<file path="config.mk">
export PLATFORM = sky130hd
export DESIGN_NAME = hirq_aggregator
export DESIGN_NICKNAME = d
export VERILOG_FILES = /design/src/rtl/hirq_pkg.sv /design/src/rtl/hirq_w1c_reg.sv /design/src/rtl/hirq_coalesce_timer.sv /design/src/rtl/hirq_aggregator.sv
export SDC_FILE = /design/constraint.sdc
export NUM_CORES = 1
export LEC_CHECK = 0
export BUFFER_PORTS_ARGS = -buffer_cell sky130_fd_sc_hd__buf_2
export CAP_MARGIN = 20
export CORE_MARGIN = 2
export CORE_UTILIZATION = 40
export CTS_CLUSTER_SIZE = 20
export DETAILED_ROUTE_END_ITERATION = 8
export PLACE_DENSITY = 0.7
export SYNTH_ARGS = -nofsm -noshare
export SYNTH_HDL_FRONTEND = slang
export SYNTH_SLANG_ARGS = --single-unit
</file>
<file path="constraint.sdc">
create_clock -name clk -period 2.1 [get_ports clk]
set_input_delay 0.42 -clock clk [delete_from_list [all_inputs] [get_ports clk]]
set_output_delay 0.42 -clock clk [all_outputs]
set_load 0.005 [all_outputs]
</file>
<file path="src/rtl/hirq_pkg.sv">
`timescale 1ns/1ps
package hirq_pkg;

    localparam int DATA_W = 32;
    localparam int ADDR_W = 2;

    typedef enum logic [ADDR_W-1:0] {
        REG_MAIN = 2'd0,
        REG_EN   = 2'd1,
        REG_DMA  = 2'd2,
        REG_COAL = 2'd3
    } reg_sel_e;

    // summary positions in the main word
    localparam int MAIN_RX_SUM  = 31;
    localparam int MAIN_ERR_SUM = 29;
    localparam int MAIN_TX_SUM  = 27;

    // DMA word positions
    localparam int DMA_ERR   = 31;
    localparam int DMA_HIPRI = 30;
    localparam int DMA_RX_HI = 17;
    localparam int DMA_RX_LO = 16;
    localparam int DMA_TX_HI = 1;
    localparam int DMA_TX_LO = 0;

    // directly latched main sources: 28 26 25 7 6 3 1 0
    localparam logic [DATA_W-1:0] MAIN_DIRECT_MASK  = 32'h1600_00CB;
    localparam logic [DATA_W-1:0] MAIN_SUMMARY_MASK = 32'hA800_0000;
    localparam logic [DATA_W-1:0] MAIN_IMPL_MASK    = MAIN_DIRECT_MASK | MAIN_SUMMARY_MASK;
    localparam logic [DATA_W-1:0] DMA_IMPL_MASK     = 32'hC003_0003;

endpackage

</file>
<file path="src/rtl/hirq_w1c_reg.sv">
`timescale 1ns/1ps
module hirq_w1c_reg #(
    parameter int              W    = 32,
    parameter logic [W-1:0]    IMPL = '1
) (
    input  logic         clk,
    input  logic         rst_n,
    input  logic [W-1:0] set_i,
    input  logic [W-1:0] clr_i,
    output logic [W-1:0] q_o
);

    typedef struct packed {
        logic [W-1:0] bits;
    } w1c_t;

    w1c_t st_d, st_q;

    always_comb begin
        st_d = st_q;
        // a set in the same cycle as a clear keeps the bit
        st_d.bits = ((st_q.bits & ~clr_i) | set_i) & IMPL;
    end

    always_ff @(posedge clk or negedge rst_n) begin
        if (!rst_n) st_q <= '0;
        else        st_q <= st_d;
    end

    assign q_o = st_q.bits;

endmodule

</file>
<file path="src/rtl/hirq_coalesce_timer.sv">
`timescale 1ns/1ps
module hirq_coalesce_timer #(
    parameter int TICK_CYCLES = 6400,
    parameter int COAL_W      = 8
) (
    input  logic              clk,
    input  logic              rst_n,
    input  logic              pending_i,
    input  logic              bypass_i,
    input  logic [COAL_W-1:0] coal_i,
    output logic              irq_o
);

    localparam int PW = (TICK_CYCLES > 1) ? $clog2(TICK_CYCLES) : 1;
    localparam logic [PW-1:0] PRESC_LAST = PW'(TICK_CYCLES - 1);

    typedef struct packed {
        logic              armed;
        logic              expired;
        logic [PW-1:0]     presc;
        logic [COAL_W-1:0] ticks;
        logic              irq;
    } tmr_t;

    tmr_t t_d, t_q;

    always_comb begin
        t_d = t_q;
        if (!pending_i) begin
            t_d.armed   = 1'b0;
            t_d.expired = 1'b0;
            t_d.presc   = '0;
            t_d.ticks   = '0;
        end else if (!t_q.armed) begin
            t_d.armed   = 1'b1;
            t_d.presc   = '0;
            t_d.ticks   = coal_i;
            t_d.expired = (coal_i == '0);
        end else if (!t_q.expired) begin
            if (t_q.presc == PRESC_LAST) begin
                t_d.presc = '0;
                t_d.ticks = t_q.ticks - COAL_W'(1);
                if (t_q.ticks == COAL_W'(1)) t_d.expired = 1'b1;
            end else begin
                t_d.presc = t_q.presc + PW'(1);
            end
        end
        t_d.irq = pending_i & (t_d.expired | bypass_i);
    end

    always_ff @(posedge clk or negedge rst_n) begin
        if (!rst_n) t_q <= '0;
        else        t_q <= t_d;
    end

    assign irq_o = t_q.irq;

endmodule

</file>
<file path="src/rtl/hirq_aggregator.sv">
`timescale 1ns/1ps
module hirq_aggregator
    import hirq_pkg::*;
#(
    parameter int TICK_CYCLES = 6400,
    parameter int COAL_W      = 8
) (
    input  logic              clk,
    input  logic              rst_n,
    input  logic              wr_en,
    input  logic [ADDR_W-1:0] addr,
    input  logic [DATA_W-1:0] wdata,
    output logic [DATA_W-1:0] rdata,
    input  logic [DATA_W-1:0] src_evt,
    input  logic [DATA_W-1:0] dma_evt,
    output logic              irq
);

    typedef struct packed {
        logic [DATA_W-1:0] en;
        logic [COAL_W-1:0] coal;
    } cfg_t;

    cfg_t cfg_d, cfg_q;

    logic [DATA_W-1:0] main_direct;
    logic [DATA_W-1:0] dma_stat;
    logic [DATA_W-1:0] summary;
    logic [DATA_W-1:0] main_view;
    logic [DATA_W-1:0] en_reg;
    logic [DATA_W-1:0] main_clr;
    logic [DATA_W-1:0] dma_clr;
    logic              pending;
    logic              hp_req;

    assign main_clr = (wr_en && addr == REG_MAIN) ? wdata : '0;
    assign dma_clr  = (wr_en && addr == REG_DMA)  ? wdata : '0;

    hirq_w1c_reg #(.W(DATA_W), .IMPL(MAIN_DIRECT_MASK)) u_main (
        .clk   (clk),
        .rst_n (rst_n),
        .set_i (src_evt),
        .clr_i (main_clr),
        .q_o   (main_direct)
    );

    hirq_w1c_reg #(.W(DATA_W), .IMPL(DMA_IMPL_MASK)) u_dma (
        .clk   (clk),
        .rst_n (rst_n),
        .set_i (dma_evt),
        .clr_i (dma_clr),
        .q_o   (dma_stat)
    );

    // DMA word folds into three summary bits of the main word
    always_comb begin
        summary               = '0;
        summary[MAIN_RX_SUM]  = |dma_stat[DMA_RX_HI:DMA_RX_LO];
        summary[MAIN_ERR_SUM] = dma_stat[DMA_ERR];
        summary[MAIN_TX_SUM]  = |dma_stat[DMA_TX_HI:DMA_TX_LO];
    end

    assign main_view = main_direct | summary;
    assign en_reg    = cfg_q.en;
    assign hp_req    = dma_stat[DMA_HIPRI] & en_reg[MAIN_RX_SUM];
    assign pending   = (|(main_view & en_reg)) | hp_req;

    always_comb begin
        cfg_d = cfg_q;
        if (wr_en && addr == REG_EN)   cfg_d.en   = wdata & MAIN_IMPL_MASK;
        if (wr_en && addr == REG_COAL) cfg_d.coal = wdata[COAL_W-1:0];
    end

    always_ff @(posedge clk or negedge rst_n) begin
        if (!rst_n) cfg_q <= '0;
        else        cfg_q <= cfg_d;
    end

    always_comb begin
        unique case (addr)
            REG_MAIN: rdata = main_view;
            REG_EN:   rdata = cfg_q.en;
            REG_DMA:  rdata = dma_stat;
            default:  rdata = DATA_W'(cfg_q.coal);
        endcase
    end

    hirq_coalesce_timer #(.TICK_CYCLES(TICK_CYCLES), .COAL_W(COAL_W)) u_tmr (
        .clk       (clk),
        .rst_n     (rst_n),
        .pending_i (pending),
        .bypass_i  (hp_req),
        .coal_i    (cfg_q.coal),
        .irq_o     (irq)
    );

endmodule

</file>
==> results of run 1 <==
==> layout by cell type (no fill, tap or decap), types with 4 or more instances in the layout <==
cell type,count
a21o_1,14
a21oi_1,8
a311oi_1,10
a31oi_1,4
and2_1,5
and3_1,4
buf_2,53
buf_4,16
clkbuf_8,11
conb_1,15
dfrtp_1,57
inv_1,5
mux2_2,22
mux2i_1,4
nand2_1,27
nand3_1,15
nand4_1,5
nor2_1,22
nor2b_1,5
nor3_1,8
nor3b_1,4
nor4_1,6
o21ai_0,5
==> worst min-delay path by stage <==
stage,startpoint,endpoint,slack (ns),cells past startpoint
after floorplan,rst_n,cfg_q[0],0.12,0
after global placement,rst_n,u_tmr.t_q[5],0.46,2
after detailed placement,rst_n,u_tmr.t_q[5],0.45,2
after CTS,rst_n,u_tmr.t_q[8],0.09,2
after global routing,rst_n,u_tmr.t_q[21],0.09,2
final,rst_n,u_tmr.t_q[5],0.06,2
==> power breakdown <==
group          switching [mW]  internal [mW]  total (mW)
clock                   0.437          0.492       0.930
sequential              0.268           1.31        1.58
combinational           0.324          0.390       0.713
total                    1.03           2.19        3.22
==> area by class of cell <==
| type | instances | share of cell area |
|---|---|---|
| inverter | 5 | 0.00506 |
| multi-input combinational | 232 | 0.420 |
| sequential | 57 | 0.384 |
| tap | 102 | 0.0344 |
| clock buffer | 14 | 0.0438 |
| timing repair buffer | 70 | 0.109 |
| clock inverter | 2 | 0.00337 |
==> worst register-to-register path: stages (launching register included) <==
cell	delay (ns)
dfrtp_1	0.38
or3b_1	0.40
or4_1	0.69
a41oi_1	0.27
a311oi_1	0.07
==> cells by family (layout without fill, tap and decap cells) <==
group | Yosys count | count (layout) | share of synthesized area
simple gates | 120 | 120 | 0.202
compound gates | 61 | 61 | 0.146
flops | 57 | 57 | 0.457
buf+inv | 35 | 91 | 0.0609
mux | 28 | 28 | 0.107
xor+xnor | 5 | 5 | 0.0140
fa+ha+maj | 3 | 3 | 0.0120
other cells | 1 | 15 | 0.00120
==> metrics by stage <==
stage	instances	utilization	setup slack (ns)	hold WS, ns
floorplan	324	-	0.276	0.124
global placement	466	0.463	0.207	0.458
detailed placement	466	0.463	0.198	0.448
CTS	482	0.485	0.177	0.0912
global route	482	0.485	0.0806	0.0870
finish	482	0.485	0.177	0.0596
==> layer usage <==
| layer | vias up | track usage |
|---|---|---|
| met3 | 6 | 0.0496 |
| li1 | 1246 | - |
| met5 | - | 0 |
| met4 | 0 | 0.0560 |
| met1 | 1255 | 0.239 |
| met2 | 82 | 0.318 |
==> results.ini, run 1 <==
[run_status]
outcome = finished clean

[die]
die_area_sq_um = 8530
rows = 32
die_h_um = 92.4
dieWidth_um = 92.4
core_sq_um = 7650
start_util = 0.408
ios = 134

[finish]
finalNetCount = 479
area_growth_pct = 18.9
antenna_cells = 0
drive_gt1_frac = 0.289
final_area_sq_um = 3710
largest_reg_flops = 23
multiInputGateArea_sq_um = 1560
nFillCells = 719
ff_latch_area_sq_um = 1430

[timing]
setup_tns_ns = 0
maxSlewViolCount = 0
period_needed_ns = 1.92
grt_setup_unrepaired = no
post-route-period-util = 0.916
final_hold_viol_count = 0
finalClockSkew_ns = 0.00851
setup_viol = 0
fmax_mhz = 520

[synthesis]
ys_ff_latch = 57
synth_area_leaders = dfrtp_1 (46%), mux2_2 (7.9%), buf_4 (3.6%)
yosys_warnings = 0
syn-instance-count = 310
synth_cell_types = 50
ys.flop_type = dfrtp_1
synthTopCellsByCount = dfrtp_1 (57), nand2_1 (27), mux2_2 (22), nor2_1 (22)
yosys.area.top_type = dfrtp_1
async_flop_share = 1.00
synth_top_area_frac = 0.457
yosysMostFrequentCell = dfrtp_1
yosysSeqAreaShare = 0.457
syn_area_per_cell_sq_um = 10.1
syn_area_sq_um = 3120
synth-edff-count = 0

[detailed_routing]
dr.pass1.iters = 4
dr_wl_met3_um = 404
drtAntennaViolNets = 0
drc_errors = 0
wirelength_mm = 7.42
drt-initial-drc-count = 185
vias = 2589
drt-met1-wl_mm = 3.12
vias_per_cell = 5.37
wl_per_cell_um = 15.4
dr_wl_met2_mm = 3.85
highest_layer = met4

[grt]
grt_pass1_vias = 2627
grt_usage = 0.188
grt_pass1_wl_mm = 12.7
antenna_found_initial = 0
grt_max_degree = 58
grt_overflow = 0

[clock_tree]
cts_hold_repair.buffers = 0
htree_num_levels = 3
cts_buffer_depth = 2
cts_tree = yes
clock_sinks = 57
clkSlewWorstSetupHoldPaths_ns = 0.07
clk_latency_ns = 0.34
cts_buffers = 9
cts_setup_buffers = 0
cts_root_buffer = clkbuf_8
cts.repair.resized = 0

[flow_run]
cap_violations = 0

[critical_path]
arrival_ns = 2.14
start_kind = flip-flop
worst-path-buf-inv = 0
required_ns = 2.32
crit_family = simple AND/OR/NAND/NOR gates
path_cells = or3b_1 -> or4_1 -> a41oi_1 -> a311oi_1
crit_fanout = 6
worstSetupPathType = flip-flop to flip-flop
critPathMaxStageDelay_ns = 0.69
path_depth = 4
cp_slowest_cell = or4_1
worst_setup_path_end_kind = flip-flop
crit_path_end = u_tmr.t_q[18]
r2r_end = u_tmr.t_q[18]
r2r_slack_ns = 0.18
ff2ff_path_depth = 4
startpoint = u_tmr.t_q[18]
rr_startpoint = u_tmr.t_q[18]

[power_and_ir_drop]
vdd_ir_drop_max_v = 0.000503
fin_total_pwr_mw = 3.22
leakagePower_nw = 1.61
power.density_nw_per_um2 = 868

[place]
place_congestion = 0.844
port_buffers = 53
placed_cell_area_sq_um = 3540
hpwl_mm = 5.34

[min_path]
worstHoldPathType = input pin to async pin

No activity file was read; power rests on OpenSTA's default activity.
==> inputs of run 2 (changes only) <==
Settings changed: GPL_ROUTABILITY_DRIVEN set to 0.
Clock period 2.1 ns to 2.3 ns, I/O delays scaled along.
==> results.ini, run 2 (same netlist as run 1, synthesis figures left out) <==
[die]
dieWidth_um = 92.4
die_h_um = 92.4
die_area_sq_um = 8530
rows = 32
start_util = 0.408
ios = 134
core_sq_um = 7650

[timing]
finalClockSkew_ns = 0.00805
worst_pin_slew_ns = 0.563
max-slew-margin-rel = 0.624
worst_slack_ns = 0.324
setup_viol = 0
fmax_mhz = 506
final_hold_viol_count = 0
setup_tns_ns = 0
period_needed_ns = 1.98
maxSlewViolCount = 0
grt_setup_unrepaired = no
post-route-period-util = 0.859

[power_and_ir_drop]
vdd_ir_drop_max_v = 0.000458
power.density_nw_per_um2 = 780
leakagePower_nw = 1.59
fin_total_pwr_mw = 2.85

[place]
port_buffers = 53
pre_cts_ws_ns = 0.314
placedCellCount = 462
hpwl_mm = 5.29

[critical_path]
worst_setup_path_end_kind = flip-flop
path_cells = or3b_1 -> or4_1 -> a41oi_1 -> a311oi_1
r2r_slack_ns = 0.32
crit_fanout = 6
ff2ff_path_depth = 4
rr_startpoint = u_tmr.t_q[18]
cp_slowest_cell = or4_1
critPathMaxStageDelay_ns = 0.68
arrival_ns = 2.17
start_kind = flip-flop
r2r_end = u_tmr.t_q[18]
required_ns = 2.50
worstSetupPathType = flip-flop to flip-flop

[detailed_routing]
dr.pass1.iters = 5
drt-initial-drc-count = 208
vias_per_cell = 5.53
wirelength_mm = 7.44
drtAntennaViolNets = 0
drc_errors = 0
vias = 2643
wl_per_cell_um = 15.6

[clock_tree]
clkSlewWorstSetupHoldPaths_ns = 0.06
cts_buffer_depth = 2
clock_sinks = 57
clk_latency_ns = 0.33
cts_root_buffer = clkbuf_8
cts_hold_repair.buffers = 0
cts_tree = yes
cts_buffers = 9
cts.repair.resized = 0
cts_setup_buffers = 0
htree_num_levels = 3

[finish]
finalNonFillerCells = 478
fin_util = 0.479
nFillCells = 732
largest_reg_flops = 23
final_cell_mix = dfrtp_1 (57), buf_2 (53), nand2_1 (27), nor2_1 (22), mux2_2 (22)
finalNetCount = 475
area_growth_pct = 17.3
antenna_cells = 0
layout_commonest_cell = dfrtp_1
drive_gt1_frac = 0.282

[min_path]
worstHoldPathType = input pin to async pin

[grt]
grt_pass1_vias = 2503
grt_overflow = 0
grt_max_degree = 36
grt_pass1_wl_mm = 12.4
grt_usage = 0.182
antenna_found_initial = 0

[flow_run]
cap_violations = 0

[run_status]
outcome = finished clean

## run 2: how the worst max path moves through the flow
stage,from,endpoint,slack [ns],depth (start not counted)
6_report,u_tmr.t_q[18],u_tmr.t_q[18],0.32,4
5_1_grt,u_tmr.t_q[9],u_tmr.t_q[18],0.23,5
4_1_cts,addr[1],rdata[7],0.32,4
3_5_place_dp,addr[1],rdata[7],0.31,4
3_3_place_gp,addr[1],rdata[7],0.32,4
2_1_floorplan,addr[0],rdata[25],0.46,4
## run 2: critical path: cells and delay by family, from the launching register on
kind / cells / cell delay, ns
and+or+nand+nor: 2 / 1.09
DFF: 1 / 0.43
AOI/OAI and AO/OA: 2 / 0.33
## run 2: per-stage QoR
step	area, sq um	hold slack, ns
2_1_floorplan	3180	0.164
3_3_place_gp	3510	0.482
3_5_place_dp	3510	0.491
4_1_cts	3660	0.138
5_1_grt	3660	0.162
6_report	3660	0.125
## run 2: metal layers
layer  GRT usage  vias up  part of all wire
li1            -     1238                 -
met1       0.246     1298              0.44
met2       0.303      100              0.50
met3      0.0277        7             0.050
met4      0.0522        0            0.0098
met5           0        -                 0
## run 2: where the power goes
group | internal [mW] | switching [mW] | total [mW] | leakage, nW
logic | 0.340 | 0.293 | 0.633 | 0.850
clock network | 0.384 | 0.394 | 0.778 | 0.0839
registers | 1.20 | 0.244 | 1.44 | 0.653
## run 2: final cells by class
cell class	instances	area (sq um)	area share
Clock buffer	12	135	0.0369
Clock inverter	4	20.0	0.00547
Inverter	5	18.8	0.00512
Multi-Input combinational cell	232	1560	0.426
Sequential cell	57	1430	0.389
Tap cell	102	128	0.0348
Timing Repair Buffer	66	375	0.102
